[src/rtl/evt_irq_pkg.sv]
package evt_irq_pkg;
   // read-path selector produced by the decoder
   typedef enum logic [1:0] {
      RS_NONE = 2'd0,
      RS_STAT = 2'd1,
      RS_MASK = 2'd2
   } rsel_e;

   localparam int DEF_OFS_STAT = 'h10;
   localparam int DEF_OFS_VIEW = 'h20;
   localparam int DEF_OFS_EN   = 'h24;
   localparam int DEF_OFS_DIS  = 'h28;
endpackage

[src/rtl/irq_decode.sv]
module irq_decode
   import evt_irq_pkg::*;
#(
   parameter int ADDR_W   = 8,
   parameter int OFS_STAT = DEF_OFS_STAT,
   parameter int OFS_VIEW = DEF_OFS_VIEW,
   parameter int OFS_EN   = DEF_OFS_EN,
   parameter int OFS_DIS  = DEF_OFS_DIS
) (
   input  logic              wr_en,
   input  logic              rd_en,
   input  logic [ADDR_W-1:0] addr,
   output logic              clr_stb,
   output logic              en_stb,
   output logic              dis_stb,
   output rsel_e             rd_sel
);
   localparam logic [ADDR_W-1:0] A_STAT = ADDR_W'(OFS_STAT);
   localparam logic [ADDR_W-1:0] A_VIEW = ADDR_W'(OFS_VIEW);
   localparam logic [ADDR_W-1:0] A_EN   = ADDR_W'(OFS_EN);
   localparam logic [ADDR_W-1:0] A_DIS  = ADDR_W'(OFS_DIS);

   always_comb begin
      clr_stb = wr_en && (addr == A_STAT);
      en_stb  = wr_en && (addr == A_EN);
      dis_stb = wr_en && (addr == A_DIS);
      rd_sel  = RS_NONE;
      if (rd_en) begin
         if (addr == A_STAT)      rd_sel = RS_STAT;
         else if (addr == A_VIEW) rd_sel = RS_MASK;
      end
   end
endmodule

[src/rtl/irq_status_bank.sv]
module irq_status_bank #(
   parameter int                  NUM_SRC = 10,
   parameter logic [NUM_SRC-1:0] VALID   = '1
) (
   input  logic               clk,
   input  logic               rst_n,
   input  logic [NUM_SRC-1:0] evt,
   input  logic               clr_stb,
   input  logic [NUM_SRC-1:0] wbits,
   output logic [NUM_SRC-1:0] status_q
);
   for (genvar i = 0; i < NUM_SRC; i++) begin : g_bit
      if (VALID[i]) begin : g_live
         logic nxt;
         // an arriving event wins over a clear of the same bit
         always_comb nxt = evt[i] | (status_q[i] & ~(clr_stb & wbits[i]));
         always_ff @(posedge clk or negedge rst_n) begin
            if (!rst_n) status_q[i] <= 1'b0;
            else        status_q[i] <= nxt;
         end
      end else begin : g_rsvd
         assign status_q[i] = 1'b0;
      end
   end
endmodule

[src/rtl/irq_mask_bank.sv]
module irq_mask_bank #(
   parameter int                  NUM_SRC = 10,
   parameter logic [NUM_SRC-1:0] VALID   = '1
) (
   input  logic               clk,
   input  logic               rst_n,
   input  logic               en_stb,
   input  logic               dis_stb,
   input  logic [NUM_SRC-1:0] wbits,
   output logic [NUM_SRC-1:0] mask_q
);
   for (genvar i = 0; i < NUM_SRC; i++) begin : g_bit
      if (VALID[i]) begin : g_live
         always_ff @(posedge clk or negedge rst_n) begin
            if (!rst_n)                      mask_q[i] <= 1'b1;
            else if (dis_stb && wbits[i])    mask_q[i] <= 1'b1;
            else if (en_stb && wbits[i])     mask_q[i] <= 1'b0;
         end
      end else begin : g_rsvd
         assign mask_q[i] = 1'b0;
      end
   end
endmodule

[src/rtl/irq_out_stage.sv]
module irq_out_stage
   import evt_irq_pkg::*;
#(
   parameter int                  NUM_SRC = 10,
   parameter logic [NUM_SRC-1:0] ERR_MAP = '0,
   parameter bit                  REG_OUT = 1'b1
) (
   input  logic               clk,
   input  logic               rst_n,
   input  logic [NUM_SRC-1:0] status_q,
   input  logic [NUM_SRC-1:0] mask_q,
   input  rsel_e              rd_sel,
   output logic [NUM_SRC-1:0] rd_q,
   output logic               irq_out,
   output logic               err_out
);
   logic irq_d, err_d;
   logic [NUM_SRC-1:0] rd_d;

   always_comb begin
      irq_d = |(status_q & ~mask_q);
      err_d = |(status_q & ERR_MAP);
      unique case (rd_sel)
         RS_STAT: rd_d = status_q;
         RS_MASK: rd_d = mask_q;
         default: rd_d = '0;
      endcase
   end

   always_ff @(posedge clk or negedge rst_n) begin
      if (!rst_n) rd_q <= '0;
      else        rd_q <= rd_d;
   end

   if (REG_OUT) begin : g_reg
      always_ff @(posedge clk or negedge rst_n) begin
         if (!rst_n) begin
            irq_out <= 1'b0;
            err_out <= 1'b0;
         end else begin
            irq_out <= irq_d;
            err_out <= err_d;
         end
      end
   end else begin : g_comb
      assign irq_out = irq_d;
      assign err_out = err_d;
   end
endmodule

[src/rtl/evt_irq_regs.sv]
module evt_irq_regs
   import evt_irq_pkg::*;
#(
   parameter int                  ADDR_W   = 8,
   parameter int                  DATA_W   = 32,
   parameter int                  NUM_SRC  = 10,
   parameter logic [NUM_SRC-1:0] RSVD_MAP = 10'h100,
   parameter logic [NUM_SRC-1:0] ERR_MAP  = 10'h2E4,
   parameter int                  OFS_STAT = DEF_OFS_STAT,
   parameter int                  OFS_VIEW = DEF_OFS_VIEW,
   parameter int                  OFS_EN   = DEF_OFS_EN,
   parameter int                  OFS_DIS  = DEF_OFS_DIS,
   parameter bit                  REG_OUT  = 1'b1
) (
   input  logic              clk,
   input  logic              rst_n,
   input  logic              wr_en,
   input  logic              rd_en,
   input  logic [ADDR_W-1:0] addr,
   input  logic [DATA_W-1:0] wdata,
   output logic [DATA_W-1:0] rdata,
   input  logic [NUM_SRC-1:0] evt_pulse,
   output logic              irq_out,
   output logic              err_out
);
   localparam logic [NUM_SRC-1:0] VALID = ~RSVD_MAP;

   // elaboration-time parameter checks
   if (NUM_SRC > DATA_W) begin : g_chk_w
      $error("evt_irq_regs: NUM_SRC exceeds DATA_W");
   end
   if ((ERR_MAP & RSVD_MAP) != '0) begin : g_chk_err
      $error("evt_irq_regs: error class overlaps reserved bits");
   end
   if (OFS_STAT == OFS_EN || OFS_STAT == OFS_DIS || OFS_EN == OFS_DIS ||
       OFS_VIEW == OFS_STAT || OFS_VIEW == OFS_EN || OFS_VIEW == OFS_DIS) begin : g_chk_ofs
      $error("evt_irq_regs: register offsets collide");
   end
   if (OFS_DIS >= (1 << ADDR_W) || OFS_EN >= (1 << ADDR_W) ||
       OFS_STAT >= (1 << ADDR_W) || OFS_VIEW >= (1 << ADDR_W)) begin : g_chk_aw
      $error("evt_irq_regs: offset does not fit ADDR_W");
   end

   logic               clr_stb, en_stb, dis_stb;
   rsel_e              rd_sel;
   logic [NUM_SRC-1:0] wbits;
   logic [NUM_SRC-1:0] status_q, mask_q, rd_q;
   logic               unused_wdata_hi;

   assign wbits           = wdata[NUM_SRC-1:0];
   assign unused_wdata_hi = ^wdata;
   assign rdata           = DATA_W'(rd_q);

   irq_decode #(
      .ADDR_W(ADDR_W), .OFS_STAT(OFS_STAT), .OFS_VIEW(OFS_VIEW),
      .OFS_EN(OFS_EN), .OFS_DIS(OFS_DIS)
   ) u_dec (
      .wr_en(wr_en), .rd_en(rd_en), .addr(addr),
      .clr_stb(clr_stb), .en_stb(en_stb), .dis_stb(dis_stb), .rd_sel(rd_sel)
   );

   irq_status_bank #(.NUM_SRC(NUM_SRC), .VALID(VALID)) u_stat (
      .clk(clk), .rst_n(rst_n), .evt(evt_pulse), .clr_stb(clr_stb),
      .wbits(wbits), .status_q(status_q)
   );

   irq_mask_bank #(.NUM_SRC(NUM_SRC), .VALID(VALID)) u_mask (
      .clk(clk), .rst_n(rst_n), .en_stb(en_stb), .dis_stb(dis_stb),
      .wbits(wbits), .mask_q(mask_q)
   );

   irq_out_stage #(.NUM_SRC(NUM_SRC), .ERR_MAP(ERR_MAP), .REG_OUT(REG_OUT)) u_out (
      .clk(clk), .rst_n(rst_n), .status_q(status_q), .mask_q(mask_q),
      .rd_sel(rd_sel), .rd_q(rd_q), .irq_out(irq_out), .err_out(err_out)
   );
endmodule

[config.mk]
export PLATFORM = sky130hd
export DESIGN_NAME = evt_irq_regs
export DESIGN_NICKNAME = d
export VERILOG_FILES = /design/src/rtl/evt_irq_pkg.sv /design/src/rtl/irq_decode.sv /design/src/rtl/irq_status_bank.sv /design/src/rtl/irq_mask_bank.sv /design/src/rtl/irq_out_stage.sv /design/src/rtl/evt_irq_regs.sv
export SDC_FILE = /design/constraint.sdc
export NUM_CORES = 1
export LEC_CHECK = 0
export BUFFER_PORTS_ARGS = -buffer_cell sky130_fd_sc_hd__buf_2
export CORE_UTILIZATION = 47
export DETAILED_ROUTE_END_ITERATION = 8
export HOLD_SLACK_MARGIN = 0.02
export PLACE_DENSITY = 0.82
export SYNTH_ARGS = -nofsm -noshare
export SYNTH_HDL_FRONTEND = slang
export SYNTH_SLANG_ARGS = --single-unit
[constraint.sdc]
create_clock -name clk -period 3.06 [get_ports clk]
set_input_delay 0.306 -clock clk [delete_from_list [all_inputs] [get_ports clk]]
set_output_delay 0.306 -clock clk [all_outputs]
set_load 0.005 [all_outputs]
==> metrics, run 1 <==
status=complete, no violations; overall power=0.683 mW; Core Rows=20; Post-synth EDFFs=0; Port Buffers=40; antenna violations before repair=0; first-pass GRT wire length=5.09 mm; crit-path max cell delay=820 ps; fin. max-slew vios=0; placed instance area=1650 um2; Placer Congestion=0.865; Pwr per Cell Area=399 nW/um2; Mean Syn Cell Area=11.0 um2; Die Wd=58.6 um; xor-xnor portion of the synthesized cell area=0; Num CTS Buffers=5; CTS tree=done; Slowest-stage cell, CP=nor4b_4; most common flop cell mapped by yosys=dfrtp_1; Max VDD drop=187 uV; Async S/R FF share, synth=1.00; setup violators final=0; DR WL met2=1.52 mm; Via Count=1178; max_slew headroom=0.381; DRT Pass-1 Iters=4; total core area=3050 um2; #FFs+latches synth=29; clk_lat worst skew=320 ps; Setup crit end kind=register; WL final=3.08 mm; fin nets=235; Place WS=1260 ps; Critical Path Stages=4; post-synthesis cell count=137; CTS Sinks=29; hpwl dp=2.20 mm; Max-Cap Viols=0; kind of critical path=in -> reg; clk root buf=clkbuf_4; CP bufs+invs=1; Final WS setup=1600 ps; slew of the pin with the lowest slew margin=925 ps; antenna-violating nets left=0; Synth Area in Adders=0; DRC violations left=0; DRT iter0 DRCs=46; Overflow after GRT=0; worst-path maximum fanout=18; Leakage=0.721 nW; drt wl/cell=13.6 um; Ys Warns=0; number of vias per cell=5.21; CTS H-Tree Depth=2; Starting Density=0.494; I/O pins=88; largest net degree at the start of global routing=30; min Tclk post-route=1460 ps; RSZ-0062 raised after global routing=no; post-layout util=0.561; HP Class=in -> reg; final period utilization=0.478; post-cts resize count=0; multi-input combinational cell area=613 um2; Worst EP required=3270 ps; most frequent cells in the layout=buf_2 (40), conb_1 (23), dfrtp_1 (20); Final Hold Fails=0; DR top layer=met4; M1 WL=1.22 mm; share of layout cells above drive strength 1=0.390; Unique masters post-synth=25; Worst setup SP type=input port; die height=58.6 um; cells along the critical path=buf_2 > nor4b_4 > nand4_1 > a21o_1; max frequency=0.684 GHz; design area=1710 um2; Bufs on Longest Clock Path=2; Worst Path Arrival=1680 ps; Hold Path Stages=2; complex-gate fraction of the synthesized area=0.166; Worst path top cell family by delay=simple AND/OR/NAND/NOR gates; simple-gate area share of the yosys netlist=0.183; full die area=3440 um2; mapped cell area=1510 um2; number of global-route vias before repair=1115; main combinational cell family by area after synthesis=simple AND/OR/NAND/NOR gates; setup TNS=0 ps; most common cell after layout, fill and taps aside=buf_2; multiplexer share of the synthesized area=0; register area share after synthesis=0.489; All-Layer GR Usage=0.200; worst reg2reg path depth=3; met3 wire len=237 um; Layout area overhead=13.5%; clk slew on worst S/H paths=90 ps; Inserted Diodes=0; Register Area=737 um2; # fillers=280; Final Skew=3.20 ps
[area by class of cell]
class | instances | area share
repair buffers | 44 | 0.136
inverters | 6 | 0.0132
flip-flops and latches | 29 | 0.431
multi-input cells | 95 | 0.358
well taps | 44 | 0.0322
clock buffers | 6 | 0.0241
clock inverters | 2 | 0.00585
[synthesized netlist by cell type (2+ instances only)]
cell type | count | share of area
dfstp_2 | 9 | 0.16
a22oi_1 | 10 | 0.050
nor2b_1 | 4 | 0.017
a22o_2 | 8 | 0.053
dfrtp_1 | 20 | 0.33
buf_6 | 2 | 0.015
buf_4 | 25 | 0.12
a21o_1 | 9 | 0.045
inv_1 | 6 | 0.015
nor4b_4 | 2 | 0.032
nand4_1 | 18 | 0.075
nor2_1 | 11 | 0.027
[flip-flops by register name, summed over array words and instances (netlist names)]
register and flops:
u_out.err_out 1, u_out.irq_out 1, u_out.rd_q 9, u_stat.status_q 9, u_mask.mask_q 9
[power breakdown]
part	switching (mW)	internal (mW)	total, mW
Combinational	0.0433	0.0282	0.0715
Clock	0.126	0.0872	0.213
Sequential	0.00487	0.394	0.399
Total	0.174	0.509	0.683
[per-layer routing]
layer / GRT usage / vias to the layer above
met4: 0.146 / 0
met1: 0.257 / 551
li1: - / 548
met3: 0.0374 / 9
met2: 0.302 / 70
met5: 0 / -
[timing repair]
| item | 4_1_cts | 5_1_grt |
|---|---|---|
| buffers inserted | 0 | 0 |
| setup endpoints to repair | 0 | 0 |
| hold endpoints to repair | 20 | 0 |
| hold buffers | 1 | 0 |
[logic make-up after synthesis]
group | Yosys count
simple gates | 42
buf+inv | 35
compound gates | 30
other cells | 1
flops | 29
[through the flow]
stage / hold slack, ps / cells
2_1_floorplan: 10.4 / 159
3_3_place_gp: 344 / 217
3_5_place_dp: 353 / 217
4_1_cts: 152 / 226
5_1_grt: 141 / 226
6_report: 157 / 226
[path summary, 6_finish.rpt]
kind	startpoint	endpoint	slack [ps]
setup reg to reg	u_mask.mask_q[3]	u_out.irq_out	1720
hold reg to reg	u_stat.status_q[0]	u_stat.status_q[0]	520
min in group asynchronous	rst_n	u_out.rd_q[3]	520
hold / removal	evt_pulse[1]	u_stat.status_q[1]	160
max in group asynchronous	rst_n	u_stat.status_q[3]	2130
setup / recovery	addr[7]	u_stat.status_q[9]	1600
No activity file was read; power rests on OpenSTA's default activity.
==> run 2, diff against run 1 <==
--- a/config.mk
+++ b/config.mk
@@ -6,10 +6,10 @@
 export NUM_CORES = 1
 export LEC_CHECK = 0
 export BUFFER_PORTS_ARGS = -buffer_cell sky130_fd_sc_hd__buf_2
-export CORE_UTILIZATION = 47
+export CORE_UTILIZATION = 39
 export DETAILED_ROUTE_END_ITERATION = 8
 export HOLD_SLACK_MARGIN = 0.02
-export PLACE_DENSITY = 0.82
+export PLACE_DENSITY = 0.73
 export SYNTH_ARGS = -nofsm -noshare
 export SYNTH_HDL_FRONTEND = slang
 export SYNTH_SLANG_ARGS = --single-unit
==> constraint.sdc (replaced) <==
create_clock -name clk -period 1.2 [get_ports clk]
set_input_delay 0.12 -clock clk [delete_from_list [all_inputs] [get_ports clk]]
set_output_delay 0.12 -clock clk [all_outputs]
set_load 0.005 [all_outputs]
==> run 2 against run 1 <==
Effect of this change:
- total power rose to 2.9 times the previous value
- largest cell class unchanged
- hold slack worse by 130 ps
- design area up 13%
- highest routed layer unchanged
- clock-buffer cell count up 2
- core utilization down 3.8 points
==> metrics, run 2 (same netlist as run 1, synthesis figures left out) <==
Reg power frac=0.513 (-0.070); status=complete, no violations; Final Hold Fails=0 (unchanged); fin nets=254 (+8.1%); clk_lat worst skew=280 ps (-40 ps); Worst Setup SP=u_mask.mask_q[5]; CTS tree=done; CP bufs+invs=1 (unchanged); Gate power share=0.113 (+0.008); Bufs on Longest Clock Path=2 (unchanged); setup violators final=0 (unchanged); CTS Sinks=29 (unchanged); Layout area overhead=28.0%; Net Sw Frac=0.232 (-0.0229); fin. max-slew vios=0 (unchanged); Port Buffers=40 (unchanged); Pwr per Cell Area=1030 nW/um2 (+160%); number of global-route vias before repair=1103 (-1.1%); crit-path max cell delay=540 ps (-280 ps); Worst Path Arrival=1310 ps (-370 ps); HP Class=in -> reg; Placer Congestion=0.737 (-15%); Worst R2R Start=u_mask.mask_q[5]; DRT iter0 DRCs=40 (-13%); antenna-violating nets left=0 (unchanged); Max VDD drop=349 uV (+86%); Starting Density=0.409 (-0.0851); Num CTS Buffers=5 (unchanged); first-pass GRT wire length=5.09 mm (+0.14%); largest net degree at the start of global routing=20 (-33%); total core area=3690 um2 (+21%); Max-Cap Viols=0 (unchanged); Worst path top cell family by delay=flip-flops; I/O pins=88 (unchanged); DRT Pass-1 Iters=4 (unchanged); WL final=3.11 mm (+1.1%); All-Layer GR Usage=0.166 (-0.0343); CTS H-Tree Depth=2 (unchanged); min Tclk post-route=1170 ps; worst-path maximum fanout=2 (-16); drt wl/cell=12.5 um (-8.2%); Worst EP required=1340 ps (-1930 ps); number of vias per cell=4.94 (-5.3%); kind of critical path=reg -> reg; Switch Pwr=0.459 mW (+160%); Slowest-stage cell, CP=dfstp_2; setup TNS=0 ps (unchanged); clk root buf=clkbuf_8; final period utilization=0.975; overall power=1.98 mW (+190%); Place WS=-50.2 ps (-1310 ps); Post-CTS Setup Bufs=0 (unchanged); cells along the critical path=inv_2 > a222oi_1 > nand3_1; Core Rows=22 (+10%); Final Skew=3.88 ps (+0.679 ps); Int Pwr=1.52 mW (+200%); Regs by FF count=u_mask.mask_q: 9 flops, u_out.rd_q: 9 flops, u_stat.status_q: 9 flops; hold path startpoint=evt_pulse[5]; most frequent cells in the layout=buf_2 (40), conb_1 (23), dfrtp_1 (20); max frequency=0.854 GHz; RSZ-0062 raised after global routing=yes; full die area=4120 um2 (+20%); Setup crit end kind=register; Final WS setup=29.7 ps (-1570 ps); Worst setup SP type=register; share of layout cells above drive strength 1=0.428 (+0.0378); post-layout util=0.523 (-0.0376); antenna violations before repair=0 (unchanged); Overflow after GRT=0 (unchanged); Leakage=0.827 nW (+15%); DRC violations left=0 (unchanged); clk slew on worst S/H paths=60 ps (-30 ps); most common cell after layout, fill and taps aside=buf_2; Die Wd=64.2 um (+9.4%); Clock Power Share=0.373 (+0.061); hpwl dp=2.33 mm (+6.3%); die height=64.2 um (+9.4%); Via Count=1229 (+4.3%); Inserted Diodes=0 (unchanged)
-- run 2: cell count changes in the layout (fill, tap and decap cells not counted), sizes merged --
| cell | before | now |
|---|---|---|
| clkinv | 2 | 0 |
| clkbuf | 6 | 8 |
| dlygate4sd3 | 1 | 5 |
| buf | 43 | 58 |
-- run 2: per-stage QoR --
stage	hold WS, ps	instances	area, um2
floorplan	-176	159	1590
global placement	15.5	236	1790
detailed placement	17.9	236	1790
CTS	23.6	247	1910
global route	26.2	249	1930
finish	24.1	249	1930
-- run 2: worst reg2reg max path: stages (launching register included) --
cell      delay, ps
dfstp_2         540
inv_2            30
a222oi_1        320
nand3_1         140
-- run 2: final timing paths --
| check | cells after the start | to | slack (ps) |
|---|---|---|---|
| max in group asynchronous | 3 | u_mask.mask_q[4] | 450 |
| setup reg to reg | 3 | u_out.irq_out | 30 |
| hold / removal | 2 | u_stat.status_q[5] | 20 |
| hold reg to reg | 1 | u_stat.status_q[4] | 520 |
| setup / recovery | 3 | u_out.irq_out | 30 |
| min in group asynchronous | 2 | u_stat.status_q[1] | 250 |
-- run 2: final cells by class --
cell class                      count  area [um2]
Clock buffer                        8        80.1
Fill cell                         371        1760
Inverter                            6        22.5
Multi-Input combinational cell     95         619
Sequential cell                    29         737
Tap cell                           48        60.1
Timing Repair Buffer               63         410
-- run 2: layer usage --
| layer | vias to the layer above | global-route usage | routed length, um |
|---|---|---|---|
| met1 | 596 | 0.213 | 1310 |
| met2 | 46 | 0.254 | 1570 |
| met3 | 5 | 0.0500 | 168 |
| met5 | - | 0 | 0 |
| li1 | 582 | - | - |
| met4 | 0 | 0.0778 | 57 |
-- run 2: what timing repair did --
item,in CTS,in global routing
resized for setup,2,1
hold endpoints to repair,13,2
setup endpoints to repair,1,1
pin swaps,2,2
hold buffers,3,2
-- run 2: power groups by stage --
| stage | clock network [mW] | registers [mW] | logic, mW |
|---|---|---|---|
| 6_report | 0.739 | 1.02 | 0.225 |
| 2_1_floorplan | 0 | 1.03 | 0.134 |
| 3_3_place_gp | 0 | 1.03 | 0.208 |
| 5_1_grt | 0.804 | 1.02 | 0.250 |
| 4_1_cts | 0.745 | 1.02 | 0.222 |
| 3_5_place_dp | 0 | 1.03 | 0.213 |
==> run 3, diff against run 2 <==
--- a/config.mk
+++ b/config.mk
@@ -6,6 +6,7 @@
 export NUM_CORES = 1
 export LEC_CHECK = 0
 export BUFFER_PORTS_ARGS = -buffer_cell sky130_fd_sc_hd__buf_2
+export CORE_ASPECT_RATIO = 0.9
 export CORE_UTILIZATION = 39
 export DETAILED_ROUTE_END_ITERATION = 8
 export HOLD_SLACK_MARGIN = 0.02
==> run 3 against run 2 <==
Effect of this change:
- the flow now finishes with violations (setup timing)
- sequential power is essentially flat
- fmax fell by 2.6%
- worst setup slack lost 31 ps
- global-route usage up 0.98 points
- routed wire length increased by 2.5%
- via count fell by 0.33%
- clock-buffer cell count is the same
- critical path depth unchanged
- largest cell class unchanged
- highest routed layer unchanged
==> metrics, run 3 (same netlist as run 1, synthesis figures left out) <==
final period utilization=1.00 (+0.0257); Final Hold Fails=0 (unchanged); full die area=4120 um2 (about the same); setup TNS=-1.16 ps (-1.16 ps); Final WS setup=-1.16 ps (-30.9 ps); RSZ-0062 raised after global routing=yes; Register-to-Register Setup Slack=-1 ps (-30 ps); Port Buffers=40 (unchanged); min Tclk post-route=1200 ps (+30.9 ps); Setup crit end kind=register; Worst Path Arrival=1340 ps (+30 ps); DRC violations left=0 (unchanged); kind of critical path=reg -> reg; CTS tree=done; CTS H-Tree Depth=2 (unchanged); Starting Density=0.407 (-0.00179); max_slew headroom=0.596; Max VDD drop=416 uV (+19%); total core area=3700 um2 (+0.44%); HP Class=in -> reg; DRT Pass-1 Iters=4 (unchanged); most common cell after layout, fill and taps aside=buf_2; post-layout util=0.527 (+0.00378); met1 GRT Util=0.222 (+0.00887); overall power=2.05 mW (+3.7%); DRT iter0 DRCs=78 (+95%); Die Wd=67.5 um (+5.2%); die height=61.0 um (-5.0%); worst-path maximum fanout=2 (unchanged); Worst R2R End=u_out.irq_out; slew of the pin with the lowest slew margin=607 ps; met2 global-route usage=0.270 (+0.0162); fin. max-slew vios=0 (unchanged); Worst R2R Start=u_mask.mask_q[5]; clk slew on worst S/H paths=60 ps (about the same); share of layout cells above drive strength 1=0.417 (-0.0112); I/O pins=88 (unchanged); hold path startpoint=evt_pulse[2]; hpwl dp=2.30 mm (-1.6%); Post-CTS Setup Bufs=0 (unchanged); Via Count=1225 (-0.33%); status=finished with violations; number of global-route vias before repair=1110 (+0.63%); Bufs on Longest Clock Path=2 (unchanged); worst reg2reg path depth=3 (unchanged); All-Layer GR Usage=0.175 (+0.00976); violated checks=setup timing; Worst Hold End=u_stat.status_q[2]; max frequency=0.833 GHz (-2.6%); largest net degree at the start of global routing=30 (+50%); clk_lat worst skew=280 ps (about the same); Regs by FF count=u_mask.mask_q: 9 flops, u_out.rd_q: 9 flops, u_stat.status_q: 9 flops; Layout area overhead=29.5%; Hold Path Stages=2 (unchanged); Num CTS Buffers=5 (unchanged); CTS Sinks=29 (unchanged); drt wl/cell=12.7 um (+2.1%); setup violators final=1 (+1); Placer Congestion=0.764 (+3.7%); number of vias per cell=4.90 (-0.72%); Overflow after GRT=0 (unchanged); clk root buf=clkbuf_8; Worst setup SP type=register; fin nets=257 (+1.2%); Pwr per Cell Area=1050 nW/um2 (+2.5%); antenna violations before repair=0 (unchanged); Core Rows=21 (-4.5%); Max-Cap Viols=0 (unchanged); WL final=3.19 mm (+2.5%); Final Skew=3.05 ps (-0.831 ps); first-pass GRT wire length=5.15 mm (+1.1%); Worst EP required=1340 ps (about the same); Inserted Diodes=0 (unchanged); met3 Resource Use GR=0.0583 (+0.00827); most frequent cells in the layout=buf_2 (40), conb_1 (23), dfrtp_1 (20); GRT busiest layer=met2; Leakage=0.841 nW (+1.7%); antenna-violating nets left=0 (unchanged)
[run 3: changes by cell type in the layout (fill, tap and decap cells not counted), sizes merged]
cell | before | now
dlygate4sd3 | 5 | 9
buf | 58 | 57
[run 3: area by class of cell]
cell class	instances	area (um2)
Clock buffer	8	90.1
Fill cell	337	1750
Inverter	6	22.5
Multi-Input combinational cell	95	614
Sequential cell	29	737
Tap cell	46	57.6
Timing Repair Buffer	66	430
[run 3: timing repair]
action | 4_1_cts | 5_1_grt
gates resized for setup | 1 | 1
pin swaps | 0 | 0
hold endpoints to repair | 28 | 0
hold buffers | 9 | 0
cloned | 0 | 0
setup endpoints to repair | 1 | 1
[run 3: metrics by stage]
step / hold WS (ps) / cells / setup slack [ps] / cell area (um2)
3_5_place_dp: 168 / 233 / -8.27 / 1770
2_1_floorplan: -176 / 159 / 54.9 / 1590
3_3_place_gp: 165 / 233 / 8.58 / 1770
5_1_grt: 26.4 / 250 / -62.1 / 1950
6_report: 33.4 / 250 / -1.16 / 1950
4_1_cts: 25.6 / 250 / -7.65 / 1950
[run 3: per-layer routing]
layer	vias up	wire, um	part of all wire
met1	572	1400	0.44
li1	586	-	-
met5	-	0	0
met3	5	238	0.075
met4	0	57	0.018
met2	62	1490	0.47
[run 3: how the worst max path moves through the flow]
stage | slack [ps] | cells past startpoint | to | from
5_1_grt | -60 | 3 | u_out.irq_out | u_mask.mask_q[5]
3_5_place_dp | -8 | 3 | u_out.irq_out | u_mask.mask_q[3]
4_1_cts | -8 | 3 | u_out.irq_out | u_mask.mask_q[5]
6_report | -1 | 3 | u_out.irq_out | u_mask.mask_q[5]
2_1_floorplan | 50 | 4 | u_mask.mask_q[0] | addr[4]
3_3_place_gp | 9 | 3 | u_out.irq_out | u_mask.mask_q[5]
[run 3: worst max-delay path, stage by stage, from the launching register on]
cell	delay, ps
dfstp_2	530
inv_2	30
a222oi_1	370
nand3_1	130
[run 3: where the power goes]
| part | total [mW] | leakage (nW) | internal [mW] | switching [mW] |
|---|---|---|---|---|
| clock | 0.810 | 0.0455 | 0.466 | 0.344 |
| combinational | 0.227 | 0.481 | 0.107 | 0.119 |
| sequential | 1.02 | 0.315 | 1.01 | 0.0107 |
| total | 2.05 | 0.841 | 1.58 | 0.474 |
